### src/rtl/i2c_pl_pkg.sv
package i2c_pl_pkg;

  typedef enum logic {
    SRC_DEFAULT = 1'b0,
    SRC_FIFO    = 1'b1
  } tx_src_e;

  typedef struct packed {
    logic preload;
    logic ready;
    logic irq_en;
  } pl_ctl_t;

endpackage

### src/rtl/pl_ctrl_regs.sv
module pl_ctrl_regs
  import i2c_pl_pkg::*;
(
  input  logic    clk,
  input  logic    rst_n,
  input  logic    ctl_we,
  input  pl_ctl_t ctl_wdata,
  input  logic    lock_we,
  input  logic    lock_wdata,
  input  logic    err_i,
  input  logic    consume_i,
  output logic    preload_o,
  output logic    ready_o,
  output logic    irq_en_o,
  output logic    lock_o,
  output logic    irq_o
);

  logic preload_q, ready_q, irq_en_q, lock_q;
  logic lock_set, lock_clr;

  assign lock_set = err_i & preload_q;
  assign lock_clr = lock_we & lock_wdata;

  always_ff @(posedge clk) begin
    if (!rst_n) begin
      preload_q <= 1'b0;
      ready_q   <= 1'b0;
      irq_en_q  <= 1'b0;
    end else begin
      if (ctl_we) begin
        preload_q <= ctl_wdata.preload;
        irq_en_q  <= ctl_wdata.irq_en;
        ready_q   <= ctl_wdata.preload & ctl_wdata.ready;
      end
      // hardware consumption overrides a firmware write in the same cycle
      if (consume_i) ready_q <= 1'b0;
    end
  end

  always_ff @(posedge clk) begin
    if (!rst_n)        lock_q <= 1'b0;
    else if (lock_set) lock_q <= 1'b1;
    else if (lock_clr) lock_q <= 1'b0;
  end

  assign preload_o = preload_q;
  assign ready_o   = ready_q;
  assign irq_en_o  = irq_en_q;
  assign lock_o    = lock_q;
  assign irq_o     = lock_q & irq_en_q;

  AST_LOCK_ON_ERR: assert property (@(posedge clk) disable iff (!rst_n)
    (err_i && preload_q) |=> lock_q);
  AST_W0_KEEPS_LOCK: assert property (@(posedge clk) disable iff (!rst_n)
    (lock_q && lock_we && !lock_wdata) |=> lock_q);
  AST_READY_CONSUMED: assert property (@(posedge clk) disable iff (!rst_n)
    consume_i |=> !ready_q);

endmodule

### src/rtl/pl_wr_gate.sv
module pl_wr_gate #(
  parameter int DATA_W = 8
) (
  input  logic              clk,
  input  logic              rst_n,
  input  logic              lock_i,
  input  logic              fw_valid,
  input  logic [DATA_W-1:0] fw_data,
  output logic              fw_ready,
  input  logic              fifo_full_i,
  output logic              fifo_wr_o,
  output logic [DATA_W-1:0] fifo_wdata_o
);

  // a locked gate swallows beats instead of stalling the writer
  assign fw_ready     = lock_i | ~fifo_full_i;
  assign fifo_wr_o    = fw_valid & ~lock_i & ~fifo_full_i;
  assign fifo_wdata_o = fw_data;

  AST_NO_PUSH_LOCKED: assert property (@(posedge clk) disable iff (!rst_n)
    lock_i |-> !fifo_wr_o);
  AST_NO_PUSH_FULL: assert property (@(posedge clk) disable iff (!rst_n)
    fifo_full_i |-> !fifo_wr_o);

endmodule

### src/rtl/pl_tx_session.sv
module pl_tx_session
  import i2c_pl_pkg::*;
#(
  parameter int              DATA_W       = 8,
  parameter logic [DATA_W-1:0] DEFAULT_BYTE = '1
) (
  input  logic              clk,
  input  logic              rst_n,
  input  logic              rd_req_i,
  input  logic              rd_done_i,
  input  logic              preload_i,
  input  logic              ready_i,
  output logic              consume_o,
  input  logic              fifo_empty_i,
  input  logic [DATA_W-1:0] fifo_rdata_i,
  output logic              fifo_rd_o,
  output logic              tx_valid,
  input  logic              tx_ready,
  output logic [DATA_W-1:0] tx_data,
  output logic              stretch_o
);

  logic    active_q;
  tx_src_e src_q;
  logic    start;

  assign start     = rd_req_i & ~active_q;
  assign consume_o = start & preload_i & ready_i;

  always_ff @(posedge clk) begin
    if (!rst_n) begin
      active_q <= 1'b0;
      src_q    <= SRC_DEFAULT;
    end else if (start) begin
      active_q <= 1'b1;
      src_q    <= (!preload_i || ready_i) ? SRC_FIFO : SRC_DEFAULT;
    end else if (active_q && rd_done_i) begin
      active_q <= 1'b0;
    end
  end

  always_comb begin
    tx_valid  = 1'b0;
    tx_data   = DEFAULT_BYTE;
    fifo_rd_o = 1'b0;
    if (active_q) begin
      if (src_q == SRC_FIFO) begin
        tx_valid  = ~fifo_empty_i;
        tx_data   = fifo_rdata_i;
        fifo_rd_o = ~fifo_empty_i & tx_ready;
      end else begin
        tx_valid  = 1'b1;
      end
    end
  end

  assign stretch_o = active_q & ~tx_valid;

  AST_DEFAULT_NO_POP: assert property (@(posedge clk) disable iff (!rst_n)
    (active_q && src_q == SRC_DEFAULT) |-> !fifo_rd_o);
  AST_POP_ON_BEAT: assert property (@(posedge clk) disable iff (!rst_n)
    fifo_rd_o |-> (tx_valid && tx_ready));
  AST_IDLE_QUIET: assert property (@(posedge clk) disable iff (!rst_n)
    !active_q |-> (!tx_valid && !stretch_o));

endmodule

### src/rtl/i2c_tgt_preload_ctrl.sv
module i2c_tgt_preload_ctrl
  import i2c_pl_pkg::*;
#(
  parameter int              DATA_W       = 8,
  parameter logic [DATA_W-1:0] DEFAULT_BYTE = 8'hFF
) (
  input  logic              clk,
  input  logic              rst_n,
  input  logic              ctl_we,
  input  logic              ctl_preload_i,
  input  logic              ctl_ready_i,
  input  logic              ctl_irq_en_i,
  input  logic              lock_we,
  input  logic              lock_wdata,
  output logic              preload_o,
  output logic              ready_o,
  output logic              lock_o,
  output logic              irq_o,
  input  logic              fw_valid,
  input  logic [DATA_W-1:0] fw_data,
  output logic              fw_ready,
  input  logic              fifo_full_i,
  output logic              fifo_wr_o,
  output logic [DATA_W-1:0] fifo_wdata_o,
  input  logic              fifo_empty_i,
  input  logic [DATA_W-1:0] fifo_rdata_i,
  output logic              fifo_rd_o,
  input  logic              rd_req_i,
  input  logic              rd_done_i,
  input  logic              err_i,
  output logic              tx_valid,
  input  logic              tx_ready,
  output logic [DATA_W-1:0] tx_data,
  output logic              stretch_o
);

  pl_ctl_t ctl_w;
  logic    consume, irq_en, lock;

  assign ctl_w.preload = ctl_preload_i;
  assign ctl_w.ready   = ctl_ready_i;
  assign ctl_w.irq_en  = ctl_irq_en_i;
  assign lock_o        = lock;

  pl_ctrl_regs u_regs (
    .clk        (clk),
    .rst_n      (rst_n),
    .ctl_we     (ctl_we),
    .ctl_wdata  (ctl_w),
    .lock_we    (lock_we),
    .lock_wdata (lock_wdata),
    .err_i      (err_i),
    .consume_i  (consume),
    .preload_o  (preload_o),
    .ready_o    (ready_o),
    .irq_en_o   (irq_en),
    .lock_o     (lock),
    .irq_o      (irq_o)
  );

  pl_wr_gate #(.DATA_W(DATA_W)) u_gate (
    .clk          (clk),
    .rst_n        (rst_n),
    .lock_i       (lock),
    .fw_valid     (fw_valid),
    .fw_data      (fw_data),
    .fw_ready     (fw_ready),
    .fifo_full_i  (fifo_full_i),
    .fifo_wr_o    (fifo_wr_o),
    .fifo_wdata_o (fifo_wdata_o)
  );

  pl_tx_session #(.DATA_W(DATA_W), .DEFAULT_BYTE(DEFAULT_BYTE)) u_sess (
    .clk          (clk),
    .rst_n        (rst_n),
    .rd_req_i     (rd_req_i),
    .rd_done_i    (rd_done_i),
    .preload_i    (preload_o),
    .ready_i      (ready_o),
    .consume_o    (consume),
    .fifo_empty_i (fifo_empty_i),
    .fifo_rdata_i (fifo_rdata_i),
    .fifo_rd_o    (fifo_rd_o),
    .tx_valid     (tx_valid),
    .tx_ready     (tx_ready),
    .tx_data      (tx_data),
    .stretch_o    (stretch_o)
  );

  AST_IRQ_NEEDS_LOCK: assert property (@(posedge clk) disable iff (!rst_n)
    irq_o |-> (lock_o && irq_en));
  AST_READY_NEEDS_PRELOAD: assert property (@(posedge clk) disable iff (!rst_n)
    ($past(ctl_we) && !$past(ctl_preload_i)) |-> !ready_o);

endmodule

### config.mk
export PLATFORM = sky130hd
export DESIGN_NAME = i2c_tgt_preload_ctrl
export DESIGN_NICKNAME = d
export VERILOG_FILES = /design/src/rtl/i2c_pl_pkg.sv /design/src/rtl/pl_ctrl_regs.sv /design/src/rtl/pl_wr_gate.sv /design/src/rtl/pl_tx_session.sv /design/src/rtl/i2c_tgt_preload_ctrl.sv
export SDC_FILE = /design/constraint.sdc
export NUM_CORES = 1
export LEC_CHECK = 0
export BUFFER_PORTS_ARGS = -buffer_cell sky130_fd_sc_hd__buf_4
export CELL_PAD_IN_SITES_DETAIL_PLACEMENT = 2
export CELL_PAD_IN_SITES_GLOBAL_PLACEMENT = 2
export CORE_ASPECT_RATIO = 1.5
export CORE_UTILIZATION = 14
export CTS_CLUSTER_DIAMETER = 80
export DETAILED_ROUTE_END_ITERATION = 7
export GPL_TIMING_DRIVEN = 0
export PLACE_DENSITY = 0.83
export SETUP_SLACK_MARGIN = 0.5
export SYNTH_ARGS = -nofsm -noshare
export SYNTH_HDL_FRONTEND = slang
export SYNTH_SLANG_ARGS = --single-unit
### constraint.sdc
create_clock -name clk -period 1.96 [get_ports clk]
set_input_delay 0.196 -clock clk [delete_from_list [all_inputs] [get_ports clk]]
set_output_delay 0.196 -clock clk [all_outputs]
set_load 0.005 [all_outputs]
==> out/results.txt <==
Outcome: finished clean
Fmax: 740.3 MHz
Worst rel slew slack: 85.75%
Worst hold path class: in -> reg
VDD IR max: 0.5288 mV
Slowest cell on crit path: dfxtp_2
EDFF count, synth: 0
Top post-synthesis cells by area: dfxtp_1, buf_4, or2_2
Worst slew pin tran: 211.5 ps
Final ANT Viol Nets: 0
YS warnings: 0
H-tree depth: 1
RSZ-0062 raised after global routing: false
Terminus of the critical flop-to-flop path: u_sess.src_q
WHS: 208.4 ps
Final Critical Period: 1351 ps
CTS tree: done
Gr ovfl total: 0
Cell accounting for the most synthesized area: dfxtp_1
Largest stage delay, worst path: 380 ps
Async set or reset register ratio after synthesis: 0%
Largest net degree at the start of global routing: 10
Crit Path Class: reg -> out
Io pins: 56
Chip height: 67.91 um
First-pass GRT wire length: 2.221 mm
Lkg Pwr: 0.4244 nW
Initial Utilization: 14.99%
Crit path DAT: 1150 ps
Drt wl/cell: 11.98 um
First-pass DRT Iterations: 4
Gate count after technology mapping: 45
Endpoints failing setup: 0
Post-synthesis sequential area ratio: 29.63%
Fin crit share: 68.92%
MaxCap Viol Count: 0
Fin. max-slew vios: 0
Required @ worst endpoint: 1760 ps
# DRC: 0
Synth cell count leaders: buf_4, or2_2, dfxtp_1
Ant. Diodes: 0
Syn Area/Cell: 9.009 um^2
Reg2Reg Launch Point: u_sess.active_q
Hold Path End: u_regs.ready_o
Area growth from synthesis to layout: 109.6%
Mapped cell area: 405.4 um^2
GP Congestion: 0.5900
Vias in the first global route: 534
Nets@finish: 128
Clk sink count: 6
Drt first-iter violations: 4
Area of the die: 3119 um^2
Reg clk slew, reported paths: 40 ps
Buffers inserted by post-CTS timing repair: 0
I/O Buffers: 47
Post-DP HPWL: 1.371 mm
WL final: 1.582 mm
Number of CTS-inserted buffers: 3
Clk_lat worst skew: 220 ps
R2R depth: 2
FF+latch area: 121.4 um^2
Top cell type's share of synthesized area: 29.63%
Initial antenna violation count: 0
Layout cells sized above 1: 75.79%
Row count: 23
Multi-input gate area: 227.7 um^2
#FFs+latches synth: 6
Syn nets: 76
Nature of the critical path endpoint: output pin
Maximum clock path buffer count: 2
Layout fillers: 349
DR vias: 508
Via density: 3.848
Final hold violation count: 0
Hold Crit Start: ctl_we
Worst setup SP type: flip-flop
Clk Tree Root Cell: clkbuf_8
Worst Skew: 1.243 ps
Die W: 45.94 um
Core Footprint: 2705 um^2
R2r setup slk: 1050 ps
CP Cell Sequence: nand2_2 -> or2_2 -> buf_4
Pwr dens: 514.0 nW/um^2
Primary FF master, synth: dfxtp_1
Hold Path Cell Cnt: 2
Setup_tns: 0 ps
Critical Path Fanout Max: 9
Total GRT Usage: 9.842%
Synth cell types: 18
## registers in the layout, indices dropped and copies added, names as in the netlist
name	flops
u_sess.src_q	1
u_sess.active_q	1
u_regs.irq_en_o	1
u_regs.ready_o	1
u_regs.preload_o	1
u_regs.lock_o	1
## layer usage
metal  vias to the layer above  wire length [um]  global-route usage (%)
li1                        247                 -                       -
met2                        32               941                   19.19
met1                       229               464                   9.192
met3                         0               176                   4.485
met5                         -                 0                       0
met4                         0                 0                   1.103
## through the flow
step	setup WS, ps	util (%)	power, mW	cells	cell area, um^2
CTS	591.4	31.41	0.4464	132	849.6
global route	541.6	31.41	0.4609	132	849.6
floorplan	965.8	-	0.1775	45	405.4
detailed placement	673.7	29.74	0.2542	129	804.5
global placement	716.9	29.74	0.2483	129	804.5
finish	609.2	31.41	0.4367	132	849.6
## worst max-delay path, delay by kind of cell (launching register included)
kind / cells / cell delay, ps
buffers and inverters: 1 / 140
DFF: 1 / 380
and+or+nand+nor: 2 / 420
## layout make-up
class | instances | area share (%)
repair buffers | 47 | 41.53
multi-input cells | 31 | 26.80
flip-flops and latches | 6 | 14.29
plain buffers | 8 | 7.069
well taps | 37 | 5.449
clock buffers | 3 | 4.860
## power by group
part | total (mW) | switching (mW) | internal, mW
clock | 0.185 | 0.0535 | 0.132
sequential | 0.141 | 0.00926 | 0.131
combinational | 0.111 | 0.0321 | 0.0785
total | 0.437 | 0.0948 | 0.342
## kinds of logic (layout without fill, tap and decap cells)
| family | count (synthesis) | count (layout) | share of synthesized area [%] |
|---|---|---|---|
| simple gates | 22 | 22 | 35.19 |
| buf+inv | 8 | 58 | 14.82 |
| compound gates | 7 | 7 | 15.43 |
| flops | 6 | 6 | 29.63 |
| mux | 2 | 2 | 4.938 |
## timing repair
action	4_1_cts	5_1_grt
endpoints found under the setup margin	8	0
hold buffers	0	0
resized for setup	2	0
## how the worst max path moves through the flow
stage	startpoint	to	slack, ps
global route	u_sess.src_q	tx_data[0]	540
global placement	u_sess.active_q	tx_data[0]	720
finish	u_sess.active_q	tx_data[1]	610
CTS	u_sess.active_q	tx_data[4]	590
detailed placement	u_sess.active_q	tx_data[4]	670
floorplan	u_sess.active_q	tx_data[0]	970
## placed cells by master (no fill, tap or decap)
cell       netlist  layout
dfxtp_2          0       1
and2_1           1       1
a21boi_0         2       2
buf_4            8      55
nand4bb_1        1       1
or2_2            8       8
nor2b_1          2       2
nand2b_1         1       1
o211a_1          2       2
a21bo_2          1       1
mux2i_1          2       2
and4b_1          1       1
nor3b_1          2       2
and3_2           1       1
nand2_2          0       1
dfxtp_1          6       5
a211oi_2         1       1
nand2_1          4       3
o21ai_0          1       1
clkbuf_8         0       3
and2b_2          1       1
Power figures use the tool's default switching activity.
